==> src/rtl/sts_pkg.sv <==
package sts_pkg;
  typedef enum logic [1:0] {
    CTL_IDLE     = 2'b00,
    CTL_STATUS   = 2'b01,
    CTL_RECEIVE  = 2'b10,
    CTL_TRANSMIT = 2'b11
  } ctl_code_e;
endpackage

==> src/rtl/sts_pair_counter.sv <==
module sts_pair_counter #(
  parameter int FLAG_PAIRS = 2,
  parameter int WORD_PAIRS = 8,
  parameter int CNT_W      = 4
) (
  input  logic             clk,
  input  logic             rst_n,
  input  logic             status_cyc,
  output logic [CNT_W-1:0] cnt,
  output logic             flags_done,
  output logic             reg_done,
  output logic             cut_short
);
  localparam logic [CNT_W-1:0] CNT_SAT  = CNT_W'(WORD_PAIRS + 1);
  localparam logic [CNT_W-1:0] FLAG_END = CNT_W'(FLAG_PAIRS);
  localparam logic [CNT_W-1:0] WORD_END = CNT_W'(WORD_PAIRS);

  logic [CNT_W-1:0] cnt_q, cnt_nxt;
  logic             cnt_en;

  always_comb begin
    cnt_en  = status_cyc ? (cnt_q != CNT_SAT) : (cnt_q != '0);
    cnt_nxt = status_cyc ? cnt_q + 1'b1 : '0;
  end

  always_ff @(posedge clk or negedge rst_n) begin
    if (!rst_n)      cnt_q <= '0;
    else if (cnt_en) cnt_q <= cnt_nxt;
  end

  always_comb begin
    cnt        = cnt_q;
    flags_done = status_cyc && (cnt_q == FLAG_END - 1'b1);
    reg_done   = status_cyc && (cnt_q == WORD_END - 1'b1);
    cut_short  = !status_cyc && (cnt_q != '0) &&
                 (cnt_q != FLAG_END) && (cnt_q != WORD_END);
  end
endmodule

==> src/rtl/sts_word_capture.sv <==
module sts_word_capture #(
  parameter int WORD_PAIRS = 8,
  parameter int CNT_W      = 4
) (
  input  logic                    clk,
  input  logic                    rst_n,
  input  logic                    status_cyc,
  input  logic [CNT_W-1:0]        cnt,
  input  logic [1:0]              pair,
  output logic [2*WORD_PAIRS-1:0] word_live
);
  for (genvar k = 0; k < WORD_PAIRS; k++) begin : g_pair
    logic [1:0] slot_q, slot_nxt;
    logic       slot_en;

    always_comb begin
      slot_en  = status_cyc && (cnt == CNT_W'(k));
      slot_nxt = slot_en ? pair : slot_q;
    end

    always_ff @(posedge clk or negedge rst_n) begin
      if (!rst_n)       slot_q <= '0;
      else if (slot_en) slot_q <= slot_nxt;
    end

    assign word_live[2*k +: 2] = slot_nxt;
  end
endmodule

==> src/rtl/sts_result_regs.sv <==
module sts_result_regs #(
  parameter int FLAG_W = 4,
  parameter int ADDR_W = 4,
  parameter int DATA_W = 8,
  parameter int WORD_W = 16
) (
  input  logic              clk,
  input  logic              rst_n,
  input  logic              flags_done,
  input  logic              reg_done,
  input  logic              cut_short,
  input  logic [WORD_W-1:0] word_live,
  output logic [FLAG_W-1:0] flag_bits,
  output logic              flags_vld,
  output logic [ADDR_W-1:0] reg_addr,
  output logic [DATA_W-1:0] reg_data,
  output logic              reg_vld,
  output logic              abort_pulse
);
  localparam int ADDR_LSB = FLAG_W;
  localparam int DATA_LSB = FLAG_W + ADDR_W;

  logic [FLAG_W-1:0] flags_nxt;
  logic [ADDR_W-1:0] addr_nxt;
  logic [DATA_W-1:0] data_nxt;

  always_comb begin
    flags_nxt = word_live[0 +: FLAG_W];
    addr_nxt  = word_live[ADDR_LSB +: ADDR_W];
    data_nxt  = word_live[DATA_LSB +: DATA_W];
  end

  always_ff @(posedge clk or negedge rst_n) begin
    if (!rst_n)          flag_bits <= '0;
    else if (flags_done) flag_bits <= flags_nxt;
  end

  always_ff @(posedge clk or negedge rst_n) begin
    if (!rst_n) begin
      reg_addr <= '0;
      reg_data <= '0;
    end else if (reg_done) begin
      reg_addr <= addr_nxt;
      reg_data <= data_nxt;
    end
  end

  always_ff @(posedge clk or negedge rst_n) begin
    if (!rst_n) begin
      flags_vld   <= 1'b0;
      reg_vld     <= 1'b0;
      abort_pulse <= 1'b0;
    end else begin
      flags_vld   <= flags_done;
      reg_vld     <= reg_done;
      abort_pulse <= cut_short;
    end
  end
endmodule

==> src/rtl/sts_status_deser.sv <==
module sts_status_deser #(
  parameter int FLAG_W = 4,
  parameter int ADDR_W = 4,
  parameter int DATA_W = 8
) (
  input  logic              clk,
  input  logic              rst_n,
  input  logic [1:0]        ctl_in,
  input  logic [1:0]        dat_in,
  output logic [FLAG_W-1:0] flag_bits,
  output logic              flags_vld,
  output logic [ADDR_W-1:0] reg_addr,
  output logic [DATA_W-1:0] reg_data,
  output logic              reg_vld,
  output logic              abort_pulse
);
  import sts_pkg::*;

  localparam int WORD_W     = FLAG_W + ADDR_W + DATA_W;
  localparam int WORD_PAIRS = WORD_W / 2;
  localparam int FLAG_PAIRS = FLAG_W / 2;
  localparam int CNT_W      = $clog2(WORD_PAIRS + 2);

  logic             status_cyc;
  logic [CNT_W-1:0] cnt;
  logic             flags_done, reg_done, cut_short;
  logic [WORD_W-1:0] word_live;

  assign status_cyc = (ctl_in == CTL_STATUS);

  sts_pair_counter #(
    .FLAG_PAIRS(FLAG_PAIRS), .WORD_PAIRS(WORD_PAIRS), .CNT_W(CNT_W)
  ) u_cnt (
    .clk(clk), .rst_n(rst_n), .status_cyc(status_cyc), .cnt(cnt),
    .flags_done(flags_done), .reg_done(reg_done), .cut_short(cut_short)
  );

  sts_word_capture #(
    .WORD_PAIRS(WORD_PAIRS), .CNT_W(CNT_W)
  ) u_cap (
    .clk(clk), .rst_n(rst_n), .status_cyc(status_cyc), .cnt(cnt),
    .pair(dat_in), .word_live(word_live)
  );

  sts_result_regs #(
    .FLAG_W(FLAG_W), .ADDR_W(ADDR_W), .DATA_W(DATA_W), .WORD_W(WORD_W)
  ) u_res (
    .clk(clk), .rst_n(rst_n), .flags_done(flags_done), .reg_done(reg_done),
    .cut_short(cut_short), .word_live(word_live),
    .flag_bits(flag_bits), .flags_vld(flags_vld),
    .reg_addr(reg_addr), .reg_data(reg_data), .reg_vld(reg_vld),
    .abort_pulse(abort_pulse)
  );
endmodule

==> config.mk <==
export PLATFORM = sky130hd
export DESIGN_NAME = sts_status_deser
export DESIGN_NICKNAME = d
export VERILOG_FILES = /design/src/rtl/sts_pkg.sv /design/src/rtl/sts_pair_counter.sv /design/src/rtl/sts_word_capture.sv /design/src/rtl/sts_result_regs.sv /design/src/rtl/sts_status_deser.sv
export SDC_FILE = /design/constraint.sdc
export NUM_CORES = 1
export LEC_CHECK = 0
export ABC_AREA = 1
export ABC_CLOCK_PERIOD_IN_PS = 2450
export CORE_MARGIN = 10
export CORE_UTILIZATION = 30
export CTS_CLUSTER_SIZE = 20
export DETAILED_ROUTE_END_ITERATION = 8
export HOLD_SLACK_MARGIN = 0.1
export SYNTH_ARGS = -nofsm -noshare
export SYNTH_HDL_FRONTEND = slang
export SYNTH_SLANG_ARGS = --single-unit
==> constraint.sdc <==
create_clock -name clk -period 2.45 [get_ports clk]
set_clock_uncertainty 0.05 [all_clocks]
set_input_delay 0.6125 -clock clk [delete_from_list [all_inputs] [get_ports clk]]
set_output_delay 0.6125 -clock clk [all_outputs]
set_load 0.05 [all_outputs]
* Word-level counts from Yosys, hierarchy flattened
Cells that the tools add are included.
** Storage, ports and cells
- Word-level logic and storage cells :: 47
- Register bits after elaboration :: 35
** Operators by class
- Equal/unequal tests :: 11
- Add/sub/neg operators :: 1
- Muxes and demuxes :: 8
- Reductions and logical operators :: 14
** Operators with widths (count)
- 4-bit by 3-bit == test with 1-bit output (second input constant) :: 4
- 2-bit two-way mux :: 6
- 1-bit logical AND :: 11
- 4-bit by 2-bit == test with 1-bit output (second input constant) :: 2
- 4-bit != test (second input constant) :: 2
- 4-bit by 1-bit adder with 4-bit output (second input constant) :: 1
- 4-bit by 1-bit == test with 1-bit output (second input constant) :: 1
- 4-bit logical NOT :: 1
- 4-bit two-way mux :: 1
- 4-bit by 2-bit != test with 1-bit output (second input constant) :: 1
- 4-bit nonzero test :: 1
- 2-bit by 1-bit == test with 1-bit output (second input constant) :: 1
- 1-bit logical NOT :: 1
- 1-bit two-way mux :: 1

* Logic depth before layout (Yosys ltp)
Gate-level depths: netlist of the first run.
- Word-level depth :: 5
- Mapped depth :: 7

* Cells and area by module
Synthesis of the first run repeated with hierarchy kept, for this count alone.
** Second synthesis, totals
- Cell total of the unflattened synthesis :: 224
- Area total of the unflattened synthesis :: 1821.7 sq um
** Modules (own cells, without submodules)
- sts_word_capture :: times used 1, area an instance 839.6 sq um, sequential area each 400.4 sq um, cells each 113
- sts_result_regs :: times used 1, area an instance 681.9 sq um, sequential area each 475.5 sq um, cells each 71
- sts_pair_counter :: times used 1, area an instance 290.3 sq um, sequential area each 100.1 sq um, cells each 38
- sts_status_deser :: times used 1, area an instance 10.0 sq um, sequential area each 0.0 sq um, cells each 2

* Worst setup path after synthesis of the first run
No wires, ideal clock.
- Kind :: input-to-reg
- Start point :: in ctl_in[0]
- End point :: reg u_cap.g_pair[2].slot_q[0]
- Setup time :: 119 ps
- Arrival time :: 1252 ps
- Path buffers :: 1
- Setup slack :: 1029 ps
- Required time :: 2281 ps
- Stages :: 5
- Path through :: inv_1 -> nor2_4 -> buf_6 -> nand4_1 -> and2_1
** Between the ends
- Word-level cells in the longest chain between the ends :: 3
** RTL lines
- start, declared :: RTL line sts_status_deser.sv:8 : input logic [1:0] ctl_in,
- 2-bit by 1-bit == test with 1-bit output (*) :: RTL line sts_status_deser.sv:29 : assign status_cyc = (ctl_in == CTL_STATUS);
- 1-bit logical AND (*) :: RTL line sts_word_capture.sv:17 : slot_en = status_cyc && (cnt == CNT_W'(k));
- 2-bit two-way mux :: RTL line sts_word_capture.sv:18 : slot_nxt = slot_en ? pair : slot_q;
- end signal, assigned :: RTL line sts_word_capture.sv:23 : else if (slot_en) slot_q <= slot_nxt;
- end, declared :: RTL line sts_word_capture.sv:13 : logic [1:0] slot_q, slot_nxt;
Mark *: on every way between the ends. The rest lies on a longest branch, timed or not.
A chain may end at the register's enable or synchronous reset.

* Worst setup path in the final report of the first run
- Start point :: reg u_res.reg_addr[3]
- End point :: out reg_addr[3]
** RTL lines
- start, declared :: RTL line sts_result_regs.sv:15 : output logic [ADDR_W-1:0] reg_addr,
- start signal, assigned :: RTL line sts_result_regs.sv:43 : reg_addr <= addr_nxt;
- end, declared :: RTL line sts_status_deser.sv:12 : output logic [ADDR_W-1:0] reg_addr,
No word-level cell between the ends.

==> results of run 1 <==
## sequential cells by signal (all words and copies together) (netlist names)
name / cells
u_res.flag_bits: 4
u_res.abort_pulse: 1
u_res.reg_data: 8
u_res.reg_vld: 1
u_cnt.cnt: 4
u_res.reg_addr: 4
u_cap.g_pair.slot_q: 12
u_res.flags_vld: 1
## routing by layer
layer	vias to the layer above	wire, um	GRT usage
met5	-	0	0
met4	0	65	0.0374
met3	8	327	0.0412
met2	26	1460	0.128
met1	580	1570	0.106
li1	633	-	-
## power groups by stage
stage               Combinational (uW)  Sequential (uW)  Clock [uW]
floorplan                          249              912           0
global placement                   580              757           0
detailed placement                 586              761           0
CTS                                589              750         554
global route                       650              762         588
finish                             578              748         536
## per-stage QoR
stage / power [uW] / instances
global placement: 1340 / 277
CTS: 1890 / 285
finish: 1860 / 285
floorplan: 1160 / 182
global route: 2000 / 285
detailed placement: 1350 / 277
## kinds of logic after synthesis
group / after synthesis / synth area share
simple gates: 106 / 0.334
flops: 35 / 0.525
buf+inv: 27 / 0.0787
fa+ha+maj: 4 / 0.0300
compound gates: 9 / 0.0270
xor+xnor: 1 / 0.00525
## cells in the final DEF (no fill, tap or decap)
cell type        instances
xor2_1                   1
nor2_2                   2
nand2_1                 51
dfrtp_1                 35
inv_1                   22
clkinv_2                 1
inv_2                    1
nand4_1                  6
clkbuf_8                 6
or2_2                    1
o21ai_1                  1
nand3_4                  1
nor2_4                   2
bufinv_16                1
nand3_1                 18
clkdlybuf4s50_1         24
buf_4                    2
and2_1                  12
nor2_1                   4
ha_1                     4
o21ai_0                  6
nand3_2                  9
a21oi_1                  2
clkinv_4                 1
## layout make-up
| cell class | instances | area share |
|---|---|---|
| multi-input combinational | 120 | 0.316 |
| timing repair buffer | 26 | 0.122 |
| sequential | 35 | 0.418 |
| tap | 72 | 0.0430 |
| inverter | 24 | 0.0454 |
| clock buffer | 6 | 0.0394 |
| clock inverter | 2 | 0.0167 |
## final timing paths
kind	startpoint	to	cells after the start
min in group asynchronous	rst_n	u_res.flag_bits[3]$_DFFE_PN0P_	2
max reg2reg	u_cnt.cnt[0]$_DFFE_PN0P_	u_cap.g_pair[4].slot_q[1]$_DFFE_PN0P_	6
min	u_res.reg_data[6]$_DFFE_PN0P_	u_res.reg_data[6]$_DFFE_PN0P_	2
max in group asynchronous	rst_n	u_cap.g_pair[2].slot_q[1]$_DFFE_PN0P_	2
min reg2reg	u_res.reg_data[6]$_DFFE_PN0P_	u_res.reg_data[6]$_DFFE_PN0P_	2
max	u_res.reg_addr[3]$_DFFE_PN0P_	reg_addr[3]	1
==> out/summary.md, run 1 <==
The clock group share of total power was 0.288. The logs give 1,317 for the number of global-route vias before repair and 8950 um^2 for the full die area. The buffering stage count on the worst path with inverters included came out at 1.

The share of the clock period used by the worst path after layout was 0.873. Counting every net in the synthesized netlist gives 192. The floorplan step defined a core boundary enclosing 5440 um^2. Summed over all layers, the global routing overflow is 0.

The reported max-cap violation count came out at 0. The net switching share of the total power was 0.343. In this run the static leakage power is 0.000976 uW. In this design, the stage delay of the slowest critical-path cell is 0.81 ns. Detailed routing inserted a total of 1,247 vias. Ranked by total cell area, the synthesized netlist is headed by dfrtp_1 (52%), nand2_1 (11%), nand3_1 (5.4%). STA puts the critical path data required time at 1.79 ns.

The share of synthesized registers carrying an async set or reset came out at 1.00. At the worst endpoint, the arrival time is 1.48 ns. Using the TritonRoute via totals, the vias-per-cell ratio works out to 4.38. Yosys mapped the design onto 22 distinct sky130hd cell types.

The tools report the count of hold buffers inserted by post-cts repair as 0. Synthesis produced 182 cells. Across all register-to-register paths, the minimum setup slack is 0.93 ns.

The logs give 0.307 for the initial cell density of the core and 0 for the residual antenna-violating net count after detailed routing. Class of the worst hold path: reg2reg. The run gives 25 as the number of top-level pins. The post-synthesis instance area is 1670 um^2. The run finished with clean final reports. The hold slack came out at 0.433 ns. The fraction of final layout cells sized beyond drive strength 1 was 0.127. Headroom to the max-slew limit: 0.661. The filler cells instantiated in the layout total 571.

Relative to the synthesized area, the layout overhead comes to 25.6%. The run gives 0.425 mV as the worst ir drop on vdd. The initial antenna violation count came out at 0. Synthesis inferred 35 register bits.

CTS saw 35 sinks. Summing all placed instances gives a cell area of 1980 um^2. Total non-filler cell area in the finished layout: 2100 um^2. The tools report the multi-input gate area in the final layout as 662 um^2. The number of diodes added for antenna fixing came out at 0. Yosys printed 0 warnings.

The net switching power is 639 uW. dfrtp_1 takes more of the synthesized area than any other cell. Count of final max-slew check failures: 0.

The die span in y was 94.6 um. Summing all flip-flop and latch instances after layout gives 876 um^2. The area share of the leading cell type in the synthesized netlist works out to 0.525. Counting flops with a built-in enable in the synthesized netlist gives 0. The congestion estimate from routability-driven global placement came to 0.819.

The post-cts resize count is 0. The type of the worst setup path is reg2out. Buffers inserted during clock tree synthesis total 5.

Clock latency on the worst-skew pair: 0.29 ns. The number of nets at the end of the flow was 222. The sequential fraction of design power was 0.402; the total of endpoints with negative setup slack in the final report was 0.

For the maximum number of pins on one net before global-route repair, the log shows 36. The worst setup path is captured at an output pin. TritonCTS built the clock tree. In this run the core area contains 27 standard-cell rows. CTS placed an instance of clkbuf_8 at the clock tree root. The post-synthesis area per instance was 9.17 um^2. Buffers placed on the I/O ports in this run total 24. The first global-routing pass estimated 6200 um of wire. The largest individual stage delay along the critical path comes from the cell clkdlybuf4s50_1. Family with the most delay on the worst path: buffers and inverters.

The logs give 0 for the final-report hold violation count and 468 MHz for the achievable clock frequency. The die width came out at 94.6 um. The critical path goes through clkdlybuf4s50_1.

In this run the worst path has a maximum fanout of 2. The average wire per cell in the routed design is 12.0 um. Setup repair after global routing left no endpoint under its margin.

The H-tree depth came out at 2. By count the netlist is led by nand2_1 (51), dfrtp_1 (35), inv_1 (22). STA classifies the critical path startpoint as a register. Prior to clock tree synthesis, the placed netlist has a worst setup slack of 0.261 ns.

The register clock-pin slew on the reported worst setup and hold paths came out at 0.07 ns. The total power divided by cell area is 889 nW/um^2, and the final core utilization is 0.385. The shortest period the worst path allows works out to 2.14 ns. The run gives 0.311 as the share of total power in combinational logic. The slew at the pin closest to its max-slew limit came out at 0.507 ns. Sum of negative setup slack: 0 ns. Among all flip-flop cells after synthesis, the most frequent one is dfrtp_1. The detailed-router iteration count before antenna repair was 4; the worst setup slack after layout was 0.312 ns.

Cell internal power was estimated by the tool at 1220 uW. Among all cell types in the netlist, the one instantiated most often is nand2_1. Summed over all nets, the half-perimeter wirelength after detailed placement is 2500 um. The post-CTS setup-driven buffer insertion count is 0, and the worst-case clock buffer depth is 2.

Wires add up to 3420 um. The tools report the DRC violation count after routing as 0. The number of design-rule violations left by the first detailed-router iteration is 44. The fraction of the yosys area taken by sequential cells came out at 0.525.

The all-layer global routing usage came out at 0.0867.
Note: power is estimated with default switching activity, not from simulation.
==> run 2: changes to the inputs <==
--- a/config.mk
+++ b/config.mk
@@ -11,6 +11,7 @@
 export CORE_UTILIZATION = 30
 export CTS_CLUSTER_SIZE = 20
 export DETAILED_ROUTE_END_ITERATION = 8
+export DONT_BUFFER_PORTS = 1
 export HOLD_SLACK_MARGIN = 0.1
 export SYNTH_ARGS = -nofsm -noshare
 export SYNTH_HDL_FRONTEND = slang
==> run 2 against run 1 <==
Combinational power fell by 46%. Sequential cell count did not move. Critical path depth fell by 1. First-iteration DRC count rose by 93%. Critical endpoint unchanged. Highest routed layer unchanged.
==> out/summary.md, run 2 (same netlist as run 1, synthesis figures left out) <==
The flow ran to the end, and the final reports show no timing, DRC or antenna violations. The largest fanout of any net on the critical path is 2 (unchanged). The logs give 2 (unchanged) for the worst-case clock buffer depth and 0 (unchanged) for the count of final max-slew check failures.

The share of the clock period used by the worst path after layout is 0.657 (-0.216). The area growth from synthesis to layout is 11.2%. For the area inside the core boundary, the log shows 5440 um^2 (unchanged). The tools report the all-layer global routing usage as 0.0836 (-0.00318).

The internal portion of total power is 1070 uW (-13%), and the fraction of final layout cells sized beyond drive strength 1 is 0.138 (+0.0108). In the layout the commonest cells are nand2_1 (51), dfrtp_1 (35), inv_1 (22). Worst path required time: 1.79 ns (about the same). The worst setup path is launched from a register. The tools report the worst setup slack after layout as 0.841 ns (+0.529 ns). DRC violation count after routing: 0 (unchanged).

In this run the worst hold path is classified as in2reg. The maximum number of pins on one net before global-route repair came out at 36 (unchanged). The total power divided by cell area is 910 nW/um^2 (+2.4%).

The final weighted congestion of routability-driven global placement is 0.764 (-6.7%), and the post-CTS setup-driven buffer insertion count is 0 (unchanged). The ratio of routed vias to standard cells was 4.44 (+1.6%); the number of design-rule violations left by the first detailed-router iteration was 85 (+93%). The run gives 2 (unchanged) as the H-tree depth. The slew at the pin closest to its max-slew limit was 0.506 ns (-0.000571 ns). The logs give 0.000883 uW (-9.5%) for the leakage power of the design and 0.186 (-0.125) for the share of total power in combinational logic. By startpoint and endpoint, the worst setup path is classified as reg2out. The die span in y came out at 94.6 um (unchanged). The full die area came out at 8950 um^2 (unchanged). Clock group share of total power: 0.270 (-0.018). The total wire length after detailed routing is 3380 um (-1.2%). The total vias in the final route was 1,160 (-7.0%). The reported max-cap violation count is 0 (unchanged). Setup repair after global routing left no endpoint under its margin. The tools report the number of diodes added for antenna fixing as 0 (unchanged). The quantity of I/O buffers inserted on ports was 0 (-100%); the shortest period the worst path allows was 1.61 ns (-0.529 ns). The average wire per cell in the routed design was 12.9 um (+7.9%).

Residual antenna-violating net count after detailed routing: 0 (unchanged). u_cap.g_pair.slot_q holds more flip-flops than any other register. Number of global-route vias before repair: 1,170 (-11%).

The number of clock sinks is 35 (unchanged). The cell count after placement was 251 (-9.4%). The number of nets at the end of the flow was 198 (-11%); the achievable clock frequency was 621 MHz (+33%). The placed wire-length estimate after detailed placement was 2510 um (+0.30%).

The leading cell type in the layout, fill and taps excluded was nand2_1. The initial cell density of the core came out at 0.307 (unchanged). STA classifies the critical path endpoint as an output pin.

The run gives 5810 um (-6.2%) as the first-pass GRT wire length. The clock latency on the worst-skew pair was 0.28 ns (about the same); the worst ir drop on vdd was 0.404 mV (-5.0%). The final-report hold violation count was 0 (unchanged).

The post-cts resize count came out at 0 (unchanged). For the initial antenna violation count, the log shows 0 (unchanged). The number of top-level pins came out at 25 (unchanged). The sum of negative setup slack is 0 ns (unchanged). The row count came out at 27 (unchanged). Net switching power: 622 uW (-2.6%). The logs give 0.95 ns (-0.53 ns) for the arrival time of data at the critical path endpoint and 5 (unchanged) for the clock buffer count from CTS. The overall power of the completed layout was 1690 uW (-9.2%). The tools report the number of non-filler instances in the completed layout as 261 (-8.4%).

The minimum setup slack after placement is 0.741 ns (+0.480 ns). The largest registers in the layout are u_cap.g_pair.slot_q x12, u_res.reg_data x8. TritonCTS built the clock tree. Register clock-pin slew on the reported worst setup and hold paths: 0.07 ns (about the same).

The tools report the headroom to the max-slew limit as 0.663 (+0.00144). The tools report the clock root buffer as clkbuf_8. The sequential fraction of design power came out at 0.545 (+0.143).

The flip-flop count of the largest register, all copies and words added was 12 (unchanged). The tools report the total grt overflow as 0 (unchanged). The tools report the total of endpoints with negative setup slack in the final report as 0 (unchanged). The detailed-router iteration count before antenna repair was 4 (unchanged); the die width was 94.6 um (unchanged).

The net switching share of the total power works out to 0.368 (+0.0250).
[run 2: final cells by class]
class                   instances  area, um^2
clock buffers                   7        96.3
fillers                       547        3580
well taps                      72        90.1
repair buffers                  2        30.0
flip-flops and latches         35         876
inverters                      24        95.1
clock inverters                 1        7.51
multi-input cells             120         662
[run 2: repair_timing]
action                                 4_1_cts  5_1_grt
endpoints found under the hold margin       35        1
hold buffers                                 1        1
setup endpoints to repair                    0        0
[run 2: power groups by stage]
stage | clock network (uW) | registers [uW] | logic [uW]
finish | 456 | 921 | 314
detailed placement | 0 | 935 | 303
CTS | 472 | 925 | 320
floorplan | 0 | 912 | 249
global placement | 0 | 931 | 296
global route | 509 | 940 | 371
[run 2: through the flow]
| step | utilization | instance area [um^2] | hold slack (ns) |
|---|---|---|---|
| floorplan | - | 1670 | 0.267 |
| global placement | 0.317 | 1720 | 0.268 |
| detailed placement | 0.317 | 1720 | 0.268 |
| CTS | 0.340 | 1850 | 0.107 |
| global route | 0.341 | 1860 | 0.507 |
| finish | 0.341 | 1860 | 0.500 |
[run 2: metal layers]
metal / up-vias / GRT usage / part of all wire
li1: 586 / - / -
met2: 31 / 0.114 / 0.43
met1: 539 / 0.101 / 0.44
met3: 4 / 0.0595 / 0.12
met4: 0 / 0.0262 / 0.0068
met5: - / 0 / 0
[run 2: path summary, 6_finish.rpt]
check	from	end	slack, ns	cells after the start
max	u_res.reg_addr[3]$_DFFE_PN0P_	reg_addr[3]	0.84	0
min	ctl_in[0]	u_res.flags_vld$_DFF_PN0_	0.50	2
max reg2reg	u_cnt.cnt[0]$_DFFE_PN0P_	u_cnt.cnt[0]$_DFFE_PN0P_	0.93	6
min reg2reg	u_cap.g_pair[5].slot_q[0]$_DFFE_PN0P_	u_res.reg_data[2]$_DFFE_PN0P_	0.52	4
max in group asynchronous	rst_n	u_cap.g_pair[5].slot_q[1]$_DFFE_PN0P_	1.45	2
min in group asynchronous	rst_n	u_res.flag_bits[1]$_DFFE_PN0P_	0.72	2
==> run 3: changes to the inputs <==
--- a/config.mk
+++ b/config.mk
@@ -6,7 +6,7 @@
 export NUM_CORES = 1
 export LEC_CHECK = 0
 export ABC_AREA = 1
-export ABC_CLOCK_PERIOD_IN_PS = 2450
+export ABC_CLOCK_PERIOD_IN_PS = 1600
 export CORE_MARGIN = 10
 export CORE_UTILIZATION = 30
 export CTS_CLUSTER_SIZE = 20
==> constraint.sdc (replaced) <==
create_clock -name clk -period 1.6 [get_ports clk]
set_clock_uncertainty 0.05 [all_clocks]
set_input_delay 0.4 -clock clk [delete_from_list [all_inputs] [get_ports clk]]
set_output_delay 0.4 -clock clk [all_outputs]
set_load 0.05 [all_outputs]
==> run 3 against run 2 <==
Register-to-register slack got worse by 0.81 ns. Cell count increased by 1.1%. Sequential power is 53% higher. Total power is 62% higher. Global-route usage down 0.097 points. Combinational power rose by 61%. Clock-buffer cell count decreased by 1. Die area did not move. Clock power increased by 83%. First-iteration DRC count shrank 26%. Critical endpoint is now u_res.reg_data[0]$_DFFE_PN0P_. Largest cell class unchanged. Largest power group unchanged.
==> out/summary.md, run 3 (same netlist as run 1, synthesis figures left out) <==
Walking the worst path, the cells encountered are ha_1 -> nand3_4 -> clkinv_4 -> nand3_1 -> nand2_1. The post-CTS setup-driven buffer insertion count was 0 (unchanged); the number of design-rule violations left by the first detailed-router iteration was 63 (-26%). The largest registers in the layout are u_cap.g_pair.slot_q x12, u_res.reg_data x8. The internal reg-to-reg setup slack was 0.12 ns (-0.81 ns); the die width was 94.6 um (unchanged).

The flip-flop count of the largest register, all copies and words added was 12 (unchanged); the delay of the slowest cell on the worst path was 0.43 ns. The logs give 0.677 (+0.0148) for the headroom to the max-slew limit and 5750 um (-0.95%) for the first-pass GRT wire length. For the arrival time of data at the critical path endpoint, the log shows 1.61 ns (+0.66 ns).

The tools report the placed wire-length estimate after detailed placement as 2430 um (-3.2%). The run gives 876 um^2 (unchanged) as the register area. The buffering stage count on the worst path with inverters included was 1; the die span in y was 94.6 um (unchanged). Multi-input gate area in the final layout: 664 um^2 (+0.38%). The met1 track demand over resource in global routing came out at 0.0980 (-0.00325). TritonCTS built the clock tree.

For the number of nets at the end of the flow, the log shows 201 (+1.5%). The slew at the pin closest to its max-slew limit was 0.484 ns (-0.0222 ns); the shortest period the worst path allows was 1.48 ns. The endpoint identified for the worst register-to-register timing path is u_res.reg_data[0]$_DFFE_PN0P_. The run gives 0.278 ns (-0.223 ns) as the hold slack.

The total grt overflow was 0 (unchanged); the total vias in the final route was 1,173 (+1.1%). The worst setup slack after layout came out at 0.120 ns (-0.721 ns). The worst register-to-register path begins at u_cnt.cnt[0]$_DFFE_PN0P_.

The run gives 5 (unchanged) as the clock buffer count from CTS. In this run the worst setup path terminates at u_res.reg_data[0]$_DFFE_PN0P_. The run gives 0.864 (+13%) as the final weighted congestion of routability-driven global placement.

The tools report the DRC violation count after routing as 0 (unchanged). The residual antenna-violating net count after detailed routing was 0 (unchanged). The ratio of routed vias to standard cells came out at 4.44 (about the same). Met3 track demand over resource: 0.0571 (-0.00238). Leaving out fill and tap cells, the most frequent cells in the layout are nand2_1 (51), dfrtp_1 (35), inv_1 (22). The share of the clock period used by the worst path after layout is 0.925, and the number of top-level pins is 25 (unchanged). The logs give 35 (unchanged) for the number of clock sinks and 0 (unchanged) for the reported max-cap violation count.

The worst-case clock buffer depth was 2 (unchanged); the achievable clock frequency was 675 MHz. The detailed-router iteration count before antenna repair is 4 (unchanged), and the area inside the core boundary is 5440 um^2 (unchanged). The maximum number of pins on one net before global-route repair was 36 (unchanged); the full die area was 8950 um^2 (unchanged).

On the critical path the largest part of the delay comes from flip-flops. The register clock-pin slew on the reported worst setup and hold paths was 0.07 ns (about the same); the total power divided by cell area was 1450 nW/um^2 (+59%). The initial cell density of the core is 0.307 (unchanged), and the leakage power of the design is 0.000909 uW (+2.9%).

On the critical path, the stage with the largest delay is an instance of dfrtp_1. The tools report the H-tree depth as 2 (unchanged). The flow ran to the end, and the final reports show no timing, DRC or antenna violations.

The quantity of I/O buffers inserted on ports is 0 (unchanged). The largest fanout of any net on the critical path is 15 (+13). The minimum setup slack after placement was 0.113 ns (-0.628 ns); the average wire per cell in the routed design was 13.0 um (about the same). For the row count, the log shows 27 (unchanged). The class of the worst hold path was in2reg. Number of diodes added for antenna fixing: 0 (unchanged). The run gives 0.540 mV (+34%) as the worst ir drop on vdd.

The logic depth of the worst path, buffers included came out at 5 (+5). The number of cell instances on the worst register-to-register path works out to 5 (-1). The worst setup path is of the reg2reg kind. The critical hold path startpoint is ctl_in[1]. The tools report the number of global-route vias before repair as 1,174 (+0.34%).

Fraction of final layout cells sized beyond drive strength 1: 0.156 (+0.0187). The clock root buffer was clkbuf_8. Nature of the critical path startpoint: a register. The total wire length after detailed routing came out at 3420 um (+1.2%). Leading cell type in the layout, fill and taps excluded: nand2_1. Setup repair after global routing left no endpoint under its margin. The tools report the sum of negative setup slack as 0 ns (unchanged).

The largest register by flop count was u_cap.g_pair.slot_q. The initial antenna violation count came out at 0 (unchanged). STA classifies the critical path endpoint as a register. The clock latency on the worst-skew pair was 0.29 ns (about the same). The run gives 1.73 ns (-0.06 ns) as the worst path required time. The run gives 0 (unchanged) as the total of endpoints with negative setup slack in the final report. After global routing, the most crowded layer is met2. The tools report the count of final max-slew check failures as 0 (unchanged).

Tracing the worst setup path back leads to its startpoint at u_cnt.cnt[0]$_DFFE_PN0P_. The number of inserted filler cells in the final layout was 541 (-1.1%); the final-report hold violation count was 0 (unchanged). The met2 track demand over resource in global routing is 0.118 (+0.00400). The layout-stage area growth over the synthesis result is 13.6%, and the overall power of the completed layout is 2750 uW (+62%). For the all-layer global routing usage, the log shows 0.0826 (-0.000968).
## run 3: timing repair
action                                  4_1_cts  5_1_grt
hold endpoints to repair                     35        0
hold buffers                                  2        0
endpoints found under the setup margin        0        5
gates resized for setup                       0        2
## run 3: stage by stage
stage / cells / area [um^2] / util
6_report: 264 / 1900 / 0.349
5_1_grt: 264 / 1900 / 0.349
4_1_cts: 264 / 1890 / 0.348
3_5_place_dp: 254 / 1750 / 0.321
3_3_place_gp: 254 / 1750 / 0.321
2_1_floorplan: 182 / 1670 / -
## run 3: cell type report
type,count,area share
timing repair buffer,5,0.0277
tap,72,0.0475
clock inverter,2,0.0185
clock buffer,6,0.0436
multi-input combinational,120,0.350
sequential,35,0.462
inverter,24,0.0502
## run 3: worst min-delay path by stage
stage	to	slack (ns)	cells after the start
2_1_floorplan	u_cap.g_pair[0].slot_q[0]$_DFFE_PN0P_	0.05	0
3_3_place_gp	u_res.flags_vld$_DFF_PN0_	0.06	0
3_5_place_dp	u_res.flags_vld$_DFF_PN0_	0.06	0
4_1_cts	u_cnt.cnt[3]$_DFFE_PN0P_	0.26	3
5_1_grt	u_cnt.cnt[3]$_DFFE_PN0P_	0.28	3
6_report	u_cnt.cnt[3]$_DFFE_PN0P_	0.28	3
## run 3: worst register-to-register path, delay by kind of cell (launching register included)
| family | cells | cell delay [ns] |
|---|---|---|
| adder cells (fa/ha/maj) | 1 | 0.32 |
| AND/OR/NAND/NOR | 3 | 0.41 |
| flip-flops | 1 | 0.43 |
| buffers and inverters | 1 | 0.17 |
## run 3: per-layer routing
layer,up-vias,share of wire
met4,0,0.011
li1,599,-
met2,33,0.40
met3,7,0.13
met5,-,0
met1,534,0.46
## run 3: power by group
group | total, uW | internal [uW] | leakage (uW) | switching (uW)
Clock | 834 | 504 | 0.0000612 | 330
Sequential | 1410 | 1050 | 0.000427 | 351
Combinational | 505 | 209 | 0.000421 | 296
Total | 2750 | 1770 | 0.000909 | 978
